[src/rtl/rxf_pkg.sv]
package rxf_pkg;

  typedef enum logic [1:0] {
    MODE_SR_NRZ = 2'b00,
    MODE_DR_NRZ = 2'b01,
    MODE_DR_RZ  = 2'b10,
    MODE_DR_SLC = 2'b11
  } rx_mode_e;

  typedef enum logic [2:0] {
    AUX_PRBS    = 3'd0,
    AUX_AIS     = 3'd1,
    AUX_SLC_XOR = 3'd2,
    AUX_RCLK    = 3'd3,
    AUX_EXZ     = 3'd4,
    AUX_BPV     = 3'd5,
    AUX_EXZ_BPV = 3'd6,
    AUX_LOS     = 3'd7
  } aux_sel_e;

  typedef struct packed {
    aux_sel_e aux_sel;   // [7:5]
    logic     clk_fall;  // [4]
    logic     pol_low;   // [3]
    logic     code_ami;  // [2]
    rx_mode_e mode;      // [1:0]
  } rx_cfg_t;

  localparam int CFG_W = $bits(rx_cfg_t);

endpackage

[src/rtl/rxf_cfg_reg.sv]
module rxf_cfg_reg
  import rxf_pkg::*;
#(
  parameter logic [CFG_W-1:0] RESET_VAL = 8'h01
) (
  input  logic             clk,
  input  logic             rst,
  input  logic             we,
  input  logic [CFG_W-1:0] wdata,
  output rx_cfg_t          cfg_q
);

  always_ff @(posedge clk) begin
    if (rst) cfg_q <= rx_cfg_t'(RESET_VAL);
    else if (we) cfg_q <= rx_cfg_t'(wdata);
  end

  // register holds its reset value right after reset
  p_cfg_reset_r1: assert property (@(posedge clk) disable iff (rst)
    $fell(rst) |-> (cfg_q == rx_cfg_t'(RESET_VAL)));

  // a write lands in full on the next cycle
  p_cfg_write_r2: assert property (@(posedge clk) disable iff (rst)
    we |=> (cfg_q == rx_cfg_t'($past(wdata))));

endmodule

[src/rtl/rxf_rail_fmt.sv]
module rxf_rail_fmt
  import rxf_pkg::*;
(
  input  logic     clk,
  input  logic     rst,
  input  rx_mode_e mode,
  input  logic     pol_low,
  input  logic     clk_fall,
  input  logic     rclk_in,
  input  logic     dec_nrz,
  input  logic     dec_pos,
  input  logic     dec_neg,
  input  logic     slc_pos,
  input  logic     slc_neg,
  output logic     rd_pos_o,
  output logic     rd_neg_o,
  output logic     rclk_o
);

  logic pos_raw, neg_raw, clk_raw;

  always_comb begin
    pos_raw = 1'b0;
    neg_raw = 1'b0;
    clk_raw = rclk_in ^ clk_fall;
    unique case (mode)
      MODE_SR_NRZ: begin
        pos_raw = dec_nrz;
      end
      MODE_DR_NRZ: begin
        pos_raw = dec_pos;
        neg_raw = dec_neg;
      end
      MODE_DR_RZ: begin
        pos_raw = dec_pos & rclk_in;
        neg_raw = dec_neg & rclk_in;
      end
      MODE_DR_SLC: begin
        pos_raw = slc_pos;
        neg_raw = slc_neg;
        clk_raw = 1'b0;
      end
      default: begin
        pos_raw = 1'b0;
      end
    endcase
  end

  always_ff @(posedge clk) begin
    if (rst) begin
      rd_pos_o <= 1'b0;
      rd_neg_o <= 1'b0;
      rclk_o   <= 1'b0;
    end else begin
      rd_pos_o <= pos_raw ^ pol_low;
      rd_neg_o <= neg_raw ^ pol_low;
      rclk_o   <= clk_raw;
    end
  end

  // unused rail sits at the inactive level in single-rail mode
  p_sr_idle_r4: assert property (@(posedge clk) disable iff (rst)
    (mode == MODE_SR_NRZ) |=> (rd_neg_o == $past(pol_low)));

  // no mark during the low half of the recovered clock in RZ mode
  p_rz_gap_r6: assert property (@(posedge clk) disable iff (rst)
    (mode == MODE_DR_RZ && !rclk_in) |=>
      (rd_pos_o == $past(pol_low) && rd_neg_o == $past(pol_low)));

  // receive clock pin held low in sliced mode
  p_slc_clk_r7: assert property (@(posedge clk) disable iff (rst)
    (mode == MODE_DR_SLC) |=> !rclk_o);

  // clock pin follows or inverts the recovered clock in clocked modes
  p_clk_edge_r8: assert property (@(posedge clk) disable iff (rst)
    (mode != MODE_DR_SLC) |=> (rclk_o == ($past(rclk_in) ^ $past(clk_fall))));

endmodule

[src/rtl/rxf_aux_mux.sv]
module rxf_aux_mux
  import rxf_pkg::*;
(
  input  logic     clk,
  input  logic     rst,
  input  rx_mode_e mode,
  input  aux_sel_e sel,
  input  logic     rclk_in,
  input  logic     slc_pos,
  input  logic     slc_neg,
  input  logic     st_prbs,
  input  logic     st_ais,
  input  logic     st_exz,
  input  logic     st_bpv,
  input  logic     st_los,
  output logic     rmf_o
);

  logic src, pin_valid;

  always_comb begin
    unique case (sel)
      AUX_PRBS:    src = st_prbs;
      AUX_AIS:     src = st_ais;
      AUX_SLC_XOR: src = slc_pos ^ slc_neg;
      AUX_RCLK:    src = rclk_in;
      AUX_EXZ:     src = st_exz;
      AUX_BPV:     src = st_bpv;
      AUX_EXZ_BPV: src = st_exz | st_bpv;
      AUX_LOS:     src = st_los;
      default:     src = 1'b0;
    endcase
  end

  assign pin_valid = (mode == MODE_SR_NRZ) || (mode == MODE_DR_SLC);

  always_ff @(posedge clk) begin
    if (rst) rmf_o <= 1'b0;
    else     rmf_o <= pin_valid & src;
  end

  // pin quiet in the dual-rail NRZ and RZ modes
  p_aux_quiet_r11: assert property (@(posedge clk) disable iff (rst)
    (mode == MODE_DR_NRZ || mode == MODE_DR_RZ) |=> !rmf_o);

  // clock source reaches the pin when selected in a valid mode
  p_aux_clk_r10: assert property (@(posedge clk) disable iff (rst)
    ((mode == MODE_SR_NRZ || mode == MODE_DR_SLC) && sel == AUX_RCLK)
      |=> (rmf_o == $past(rclk_in)));

endmodule

[src/rtl/rx_sysif_fmt.sv]
module rx_sysif_fmt
  import rxf_pkg::*;
#(
  parameter logic [7:0] CFG_RESET = 8'h01
) (
  input  logic       clk,
  input  logic       rst,
  input  logic       cfg_we,
  input  logic [7:0] cfg_wdata,
  output logic [7:0] cfg_rdata,
  input  logic       rclk_in,
  input  logic       dec_nrz,
  input  logic       dec_pos,
  input  logic       dec_neg,
  input  logic       slc_pos,
  input  logic       slc_neg,
  input  logic       st_prbs,
  input  logic       st_ais,
  input  logic       st_exz,
  input  logic       st_bpv,
  input  logic       st_los,
  output logic       code_ami_o,
  output logic       rd_pos_o,
  output logic       rd_neg_o,
  output logic       rclk_o,
  output logic       rmf_o
);

  rx_cfg_t cfg_q;

  rxf_cfg_reg #(.RESET_VAL(CFG_RESET)) u_cfg (
    .clk   (clk),
    .rst   (rst),
    .we    (cfg_we),
    .wdata (cfg_wdata),
    .cfg_q (cfg_q)
  );

  assign cfg_rdata  = cfg_q;
  assign code_ami_o = cfg_q.code_ami;

  rxf_rail_fmt u_rail (
    .clk      (clk),
    .rst      (rst),
    .mode     (cfg_q.mode),
    .pol_low  (cfg_q.pol_low),
    .clk_fall (cfg_q.clk_fall),
    .rclk_in  (rclk_in),
    .dec_nrz  (dec_nrz),
    .dec_pos  (dec_pos),
    .dec_neg  (dec_neg),
    .slc_pos  (slc_pos),
    .slc_neg  (slc_neg),
    .rd_pos_o (rd_pos_o),
    .rd_neg_o (rd_neg_o),
    .rclk_o   (rclk_o)
  );

  rxf_aux_mux u_aux (
    .clk     (clk),
    .rst     (rst),
    .mode    (cfg_q.mode),
    .sel     (cfg_q.aux_sel),
    .rclk_in (rclk_in),
    .slc_pos (slc_pos),
    .slc_neg (slc_neg),
    .st_prbs (st_prbs),
    .st_ais  (st_ais),
    .st_exz  (st_exz),
    .st_bpv  (st_bpv),
    .st_los  (st_los),
    .rmf_o   (rmf_o)
  );

  // decoder select mirrors the stored code bit
  p_code_sel_r3: assert property (@(posedge clk) disable iff (rst)
    cfg_we |=> (code_ami_o == $past(cfg_wdata[2])));

endmodule

[config.mk]
export PLATFORM = sky130hd
export DESIGN_NAME = rx_sysif_fmt
export DESIGN_NICKNAME = d
export VERILOG_FILES = /design/src/rtl/rxf_pkg.sv /design/src/rtl/rxf_cfg_reg.sv /design/src/rtl/rxf_rail_fmt.sv /design/src/rtl/rxf_aux_mux.sv /design/src/rtl/rx_sysif_fmt.sv
export SDC_FILE = /design/constraint.sdc
export NUM_CORES = 1
export LEC_CHECK = 0
export ABC_AREA = 1
export BUFFER_PORTS_ARGS = -buffer_cell sky130_fd_sc_hd__buf_2
export CORE_MARGIN = 2
export CORE_UTILIZATION = 35
export CTS_BUF_LIST = sky130_fd_sc_hd__clkbuf_8
export DETAILED_ROUTE_END_ITERATION = 8
export GPL_TIMING_DRIVEN = 0
export HOLD_SLACK_MARGIN = 0.08
export PLACE_DENSITY = 0.65
export SETUP_SLACK_MARGIN = 0.1
export SYNTH_ARGS = -nofsm -noshare
export SYNTH_HDL_FRONTEND = slang
export SYNTH_SLANG_ARGS = --single-unit
[constraint.sdc]
create_clock -name clk -period 1.65 [get_ports clk]
set_clock_uncertainty 0.2 [all_clocks]
set_input_delay 0.165 -clock clk [delete_from_list [all_inputs] [get_ports clk]]
set_output_delay 0.165 -clock clk [all_outputs]
set_load 0.01 [all_outputs]
After elaboration in Yosys (flattened, before gate mapping) --
Cells that the tools add are included.
Storage, ports and cells: register bits 12, latch bits 0, memory bits (writable) 0, bits in read-only memories 0, input bits 22, output and inout port bits 13, word-level logic and storage cells 34, memories kept 0
Cells by class: add/sub/neg operators 0, $mul 0, divide/modulo/power cells 0, order comparisons 0, eq/ne operators 10, shifts and indexed selects 0, multiplexer cells 3, bitwise gates (word level) 8, reductions and logical operators 4
Operator list (count):
- 3-bit equality test (second input constant) | 4
- 1-bit case mux with 8 select lines | 1
- 3-bit by 2-bit equality test with 1-bit output (second input constant) | 2
- 2-bit equality test (second input constant) | 2
- 1-bit case mux with 4 select lines | 1
- 1-bit bitwise XOR | 4
- 1-bit bitwise AND | 3
- 3-bit by 1-bit equality test with 1-bit output (second input constant) | 1
- 3-bit logical NOT | 1
- 1-bit case mux with 3 select lines | 1
- 2-bit by 1-bit equality test with 1-bit output (second input constant) | 1
- 2-bit logical NOT | 1
- 2-bit OR reduction | 1
- 1-bit logical OR | 1
- 1-bit OR | 1

Logic depth before layout (Yosys ltp) --
Gate-level depths: netlist of run 1.
word-level depth 3, mapped depth 9, gate-level depth less buffers 9

Modules after synthesis --
From an unflattened synthesis of run 1, not the netlist that was laid out.
Second synthesis, totals: cells, all modules 107, area total of the unflattened synthesis 674.4 um^2
Modules (own cells, without submodules):
- rxf_cfg_reg | times used 1, cells an instance 50, area each 339.1 um^2, sequential area each 160.2 um^2
- rxf_rail_fmt | times used 1, cells an instance 30, area each 191.4 um^2, sequential area each 60.1 um^2
- rxf_aux_mux | times used 1, cells an instance 26, area each 136.4 um^2, sequential area each 20.0 um^2
- rx_sysif_fmt | times used 1, cells an instance 1, area each 7.5 um^2, sequential area each 0.0 um^2

Least setup slack after synthesis of run 1 --
OpenSTA, ideal clock, no wires.
kind reg-to-reg, start point register u_cfg.cfg_q[0] (netlist name), end point register u_rail.rd_pos_o, library setup time 115 ps, data arrival time 1044 ps, data required time 1335 ps, setup slack 291 ps, cell stages (with the launch flop) 9, path buffers 0, period minus slack after synthesis 1359 ps, cells stage by stage dfxtp_1 > inv_1 > ha_1 > nand2_1 > nand2_1 > nand2_1 > nand2_1 > a21oi_1 > nor2_1
On the way: word-level cells in the longest chain between the ends 3, elaborated cells between the ends (all ways) 6, those cells by class eq/ne (3); mux (1); bitwise (1); reduce/logical (1)
Ends and longest elaborated chain:
- 2-bit equality test (tied with other cells) | line rxf_rail_fmt.sv:26 | unique case (mode)
- 1-bit case mux with 4 select lines (*) | line rxf_rail_fmt.sv:26
- 1-bit bitwise XOR (*) | line rxf_rail_fmt.sv:55 | rd_pos_o <= pos_raw ^ pol_low;
- end signal: assignment | line rxf_rail_fmt.sv:55
- end: declaration | line rxf_rail_fmt.sv:15 | output logic rd_pos_o,
Mark *: on every way between the ends. The rest lies on a longest branch, timed or not. A chain may end at the register's enable or synchronous reset.

Worst setup path after layout of run 1 --
start point register u_cfg.cfg_q[0] (netlist name), end point register u_rail.rd_pos_o
On the way: word-level cells in the longest chain between the ends 3, elaborated cells between the ends (all ways) 6, those cells by class eq/ne (3); mux (1); bitwise (1); reduce/logical (1)
Ends and longest elaborated chain (line):
- 2-bit equality test (tied with other cells) | rxf_rail_fmt.sv:26
- 1-bit case mux with 4 select lines (*) | rxf_rail_fmt.sv:26
- 1-bit bitwise XOR (*) | rxf_rail_fmt.sv:55
Marks and branches as above.

==> flow_summary.json, run 1 <==
{
  "synth_top_area_cell": "dfxtp_1",
  "rows": 15,
  "fin_tns_setup_ps": 0,
  "io_pins": 35,
  "critPathKind": "reg -> reg",
  "multi_input_area_um2": 313,
  "yosys-top-cells-area": "dfxtp_1, nand2_1, ha_1",
  "grt_pass1_vias": 663,
  "ys.warnings.count": 0,
  "drt_wl_total_um": 1660,
  "min_path_type": "in -> reg",
  "p_total_uw": 829,
  "fmax_mhz": 716,
  "cp-start-kind": "register",
  "reg2reg_depth": 6,
  "whs_path_depth": 5,
  "die_height_um": 46.7,
  "synth_top_family_by_area": "simple AND/OR/NAND/NOR gates",
  "antenna_found_initial": 0,
  "critPathMaxFanout": 4,
  "drtIter0Drc": 14,
  "yosysSeqAreaShare_pct": 37.7,
  "powerDensity_nw_per_um2": 826,
  "p_leak_uw": 0.000538,
  "cts_buffer_depth": 2,
  "grt_pass1_wl_um": 2750,
  "cts_buffers": 3,
  "cts.clk_slew.worst_paths_ps": 60,
  "r2r-start": "u_cfg.cfg_q[0]",
  "cap_viol_max_count": 0,
  "initial_utilization_pct": 36.9,
  "wl_per_cell_um": 9.86,
  "firstDrtPassIters": 6,
  "netlist_instances": 94,
  "ys_ff_latch": 12,
  "core_area_um2": 1730,
  "viasPerCell": 4.29,
  "gp_congestion": 0.796,
  "rsz0062_at_grt": "no",
  "muxShareOfSynthArea_pct": 0,
  "post_cts_buffers": 0,
  "fin_area_um2": 1000,
  "regArea_um2": 240,
  "nNetsFinal": 170,
  "hold_viol_final": 0,
  "port_buffers": 34,
  "syn_avg_cell_area_um2": 6.78,
  "slew_viol_final": 0,
  "cts_tree": "built",
  "overflow": 0,
  "worstMarginPinSlew_ps": 240,
  "ff2ff_setup_slack_ps": 250,
  "clkPwrFrac_pct": 38.9,
  "combPwrFrac_pct": 21.3,
  "maxSlewHeadroom_pct": 83.9,
  "synth_compound_area_share_pct": 14.7,
  "cp.arrival_ps": 1330,
  "critPathCaptureType": "register",
  "synth_top_area_share_pct": 37.7,
  "ctsRootBufferMaster": "clkbuf_8",
  "synthAdderAreaFrac_pct": 7.86,
  "period_share_pct": 84.7,
  "ir_worst_vdd_mv": 0.637,
  "critPathLaunch": "u_cfg.cfg_q[0]",
  "critical_path_required_ps": 1580,
  "outcome": "complete, no violations",
  "n_antenna_cell": 0,
  "grtUsageTotal_pct": 18.0,
  "fillers": 176,
  "synth_xor_area_share_pct": 0,
  "synthToLayoutAreaGrowth_pct": 57.6,
  "worstHoldStart": "st_ais",
  "synth_fp_nets": 120,
  "synth_cell_types": 16,
  "cts_sinks": 12,
  "placed_area_um2": 838,
  "p_sw_uw": 215,
  "via_count": 720,
  "p_int_uw": 614,
  "seqPwrFrac_pct": 39.8,
  "period_needed_ps": 1400,
  "fp.dieW_um": 46.7,
  "grt_max_degree": 11,
  "dieArea_um2": 2180,
  "syn_area_um2": 637,
  "drc": 0,
  "clk_latency_ps": 240,
  "dp_hpwl_um": 1180,
  "setup_violations": 0,
  "drive_gt1_share_pct": 34.3,
  "yosys.area_share.simple_pct": 26.5,
  "p_sw_share_pct": 26.0,
  "ant_nets": 0,
  "htreeDepth": 1
}
cells in the mapped netlist:
library cell / instances
nand3_1: 8
inv_1: 10
clkinv_1: 1
o21ai_0: 5
nand2_1: 21
inv_2: 4
buf_4: 3
buf_2: 1
a21oi_1: 9
nor4_1: 1
dfxtp_1: 12
or2_1: 1
ha_1: 4
o21ai_1: 3
a21oi_2: 1
nor2_1: 10
worst paths after layout:
check | end
worst max register to register | u_rail.rd_pos_o
worst max-delay path | u_rail.rd_pos_o
worst min register to register | u_cfg.cfg_q[5]
worst min-delay path | u_aux.rmf_o
critical path: stages (launching register included):
cell and delay [ps]:
dfxtp_1 350, inv_2 90, ha_1 170, inv_1 70, or2_1 220, a21oi_1 140, nor2_1 60
layout by cell type, fill, tap and decap left out, drive strengths merged:
| cell type | n |
|---|---|
| buf | 38 |
| nand2 | 21 |
| inv | 14 |
| dfxtp | 12 |
| dlygate4sd3 | 11 |
| nor2 | 10 |
| a21oi | 10 |
| nand3 | 8 |
| o21ai | 8 |
| ha | 4 |
| clkbuf | 4 |
| clkinv | 1 |
| nor4 | 1 |
| or2 | 1 |
area by class of cell:
type | instances | area share, %
multi-input combinational | 63 | 31.2
buffer | 4 | 2.74
sequential | 12 | 23.9
clock buffer | 4 | 5.49
inverter | 15 | 5.61
tap | 25 | 3.12
timing repair buffer | 45 | 27.9
logic make-up (layout without fill, tap and decap cells):
group | count (synthesis) | count (layout)
fa+ha+maj | 4 | 4
buf+inv | 19 | 68
compound gates | 18 | 18
simple gates | 41 | 41
flops | 12 | 12
per-layer routing:
layer  part of all wire [%]  routed length [um]  GRT usage [%]  vias to the layer above
met3                    4.0                  67           4.71                        2
met4                   0.24                   4           5.00                        0
met2                     48                 802           29.7                       17
met1                     47                 782           23.0                      308
li1                       -                   -              -                      393
met5                      0                   0              0                        -
power by group through the flow:
stage	Combinational, uW	Clock (uW)	Sequential (uW)
after CTS	176	329	330
after detailed placement	155	0	336
after global placement	153	0	335
after floorplan	79.3	0	343
final	176	322	330
after global routing	199	348	334
stage by stage:
step | util, % | hold WS [ps] | cells | setup WS, ps
3_3_place_gp | 48.6 | 186 | 153 | 266
3_5_place_dp | 48.6 | 197 | 153 | 252
6_report | 58.1 | 88.5 | 168 | 252
2_1_floorplan | - | 34.1 | 94 | 291
4_1_cts | 58.1 | 88.2 | 168 | 218
5_1_grt | 58.1 | 132 | 168 | 110
state kept, by name, summed over array words and instances (netlist names):
signal,count
u_rail.rclk_o,1
u_rail.rd_neg_o,1
u_rail.rd_pos_o,1
u_aux.rmf_o,1
u_cfg.cfg_q,8
repair_timing:
| item | 4_1_cts | 5_1_grt |
|---|---|---|
| hold buffers | 11 | 0 |
| resized for setup | 0 | 2 |
| hold endpoints to repair | 11 | 0 |
| endpoints found under the setup margin | 0 | 1 |
Note: power is estimated with default switching activity, not from simulation.
==> inputs of run 2 (changes only) <==
Settings changed: PLACE_DENSITY 0.65 to 0.68.
Clock period 1.65 ns to 1.2 ns, I/O delays scaled along.
==> flow_summary.json, run 2 (synthesized netlist as in run 1, its figures left out) <==
{
  "via_count": 788,
  "powerDensity_nw_per_um2": 990,
  "grt.busiest_layer": "met2",
  "fmax_mhz": 735,
  "setup_violations": 3,
  "grtUsageTotal_pct": 17.8,
  "p_sw_share_pct": 28.3,
  "nNetsFinal": 176,
  "p_sw_uw": 326,
  "core_area_um2": 1730,
  "wl_per_cell_um": 10.7,
  "initial_utilization_pct": 36.9,
  "port_buffers": 34,
  "fp.dieW_um": 46.7,
  "ir_worst_vdd_mv": 0.691,
  "outcome": "finished with violations",
  "dieArea_um2": 2180,
  "cts_sinks": 12,
  "gp_congestion": 0.856,
  "top_register": "u_cfg.cfg_q",
  "critPathMaxFanout": 4,
  "min_path_type": "in -> reg",
  "worst-path-buf-inv": 0,
  "maxSlewHeadroom_pct": 85.0,
  "fin_ws_ps": -160,
  "overflow": 0,
  "place_ws_ps": -103,
  "crit_chain": "ha_1 > a21oi_2 > nand2_2 > a21oi_2 > nor2_1",
  "met3_usage_pct": 6.27,
  "cts.clk_slew.worst_paths_ps": 50,
  "die_height_um": 46.7,
  "cpMostUsedCell": "a21oi_2",
  "io_pins": 35,
  "cp-start-kind": "register",
  "critPathCaptureType": "register",
  "rsz0062_at_grt": "yes",
  "drt_wl_total_um": 1860,
  "final_cell_mix": "buf_2, nand2_1, dlygate4sd3_1",
  "period_share_pct": 113,
  "layout_commonest_cell": "buf_2",
  "drtIter0Drc": 15,
  "slowest_delay_ps": 360,
  "seqPwrFrac_pct": 39.7,
  "period_needed_ps": 1360,
  "rows": 15,
  "crit_path_end": "u_rail.rd_pos_o",
  "htreeDepth": 1,
  "critical_path_required_ps": 1140,
  "ff2ff_setup_slack_ps": -160,
  "ant_nets": 0,
  "fin_tns_setup_ps": -293,
  "cp.arrival_ps": 1300,
  "cts_buffers": 3,
  "use_met1_pct": 20.5,
  "cts_buffer_depth": 2,
  "hold_viol_final": 3,
  "synthToLayoutAreaGrowth_pct": 82.7,
  "critPathKind": "reg -> reg",
  "worstMarginPinSlew_ps": 224,
  "critPathLaunch": "u_cfg.cfg_q[0]",
  "grt_pass1_wl_um": 2740,
  "reg2reg_depth": 5,
  "p_int_uw": 826,
  "dp_hpwl_um": 1160,
  "slew_viol_final": 0,
  "p_leak_uw": 0.000579,
  "grt_pass1_vias": 691,
  "failed_checks": "hold timing, setup timing",
  "cts_tree": "built",
  "grt_use_met2_pct": 31.4,
  "critPathSlowestCell": "dfxtp_4",
  "r2r_end": "u_rail.rd_pos_o",
  "r2r-start": "u_cfg.cfg_q[0]",
  "drive_gt1_share_pct": 50.3,
  "cap_viol_max_count": 0,
  "grt_max_degree": 11,
  "largest_register_ffs": 8,
  "clkPwrFrac_pct": 32.9,
  "clk_latency_ps": 240,
  "cpLargestDelayFamily": "flip-flops",
  "cp.depth": 5,
  "firstDrtPassIters": 4,
  "ctsRootBufferMaster": "clkbuf_8",
  "fin_hold_ws_ps": -8.44,
  "n_antenna_cell": 0,
  "combPwrFrac_pct": 27.4,
  "viasPerCell": 4.53,
  "drc": 0,
  "antenna_found_initial": 0
}
run 2: cell types whose count changed in the layout (fill, tap and decap cells not counted), moves of 3 or more:
cell	delta
dfxtp_1	-8
buf_6	+6
buf_4	+3
buf_2	-4
ha_1	-3
nand2_1	-4
ha_4	+3
dfxtp_4	+3
dfxtp_2	+5
nand2_2	+4
run 2: metal layers:
layer	part of all wire (%)	up-vias	wire, um
met3	7.2	2	134
met4	0.75	0	14
met5	0	-	0
li1	-	407	-
met2	53	37	991
met1	39	342	723
run 2: area by class of cell:
class	instances	area, um^2
fillers	154	563
multi-input cells	63	383
repair buffers	51	344
flip-flops and latches	12	258
inverters	15	61.3
clock buffers	3	41.3
plain buffers	4	41.3
well taps	25	31.3
clock inverters	1	3.75
run 2: what timing repair did:
item	in CTS	in global routing
pin swaps	7	9
buffers inserted	5	1
gates resized for setup	14	14
hold buffers	11	2
setup endpoints to repair	9	16
hold endpoints to repair	12	6
run 2: stage by stage:
step / power, uW / utilization [%] / hold slack (ps) / instance area (um^2) / instances
final: 1150 / 67.4 / -8.44 / 1160 / 174
after global routing: 1210 / 67.4 / 29.2 / 1160 / 174
after CTS: 1120 / 63.8 / 22.7 / 1100 / 173
after detailed placement: 682 / 50.2 / 148 / 867 / 153
after global placement: 677 / 50.2 / 141 / 867 / 153
after floorplan: 589 / - / -10.9 / 666 / 94
run 2: power groups by stage:
stage	registers, uW	clock network [uW]	logic (uW)
finish	458	378	316
global placement	462	0	215
CTS	457	385	282
global route	462	401	348
detailed placement	464	0	218
floorplan	474	0	115
run 2: how the worst min path moves through the flow:
stage	from	endpoint	slack, ps	depth (start not counted)
4_1_cts	dec_nrz	u_rail.rd_pos_o	20	4
3_3_place_gp	cfg_wdata[0]	u_cfg.cfg_q[0]	140	3
3_5_place_dp	cfg_wdata[0]	u_cfg.cfg_q[0]	150	3
2_1_floorplan	rst	u_rail.rd_neg_o	-10	1
6_report	rst	u_rail.rd_pos_o	-8	4
5_1_grt	rst	u_cfg.cfg_q[2]	30	4
run 2: worst min-delay path, cell delays in order:
cell     delay, ps
buf_2          110
inv_2           70
nand2_1         60
nor2_1          30
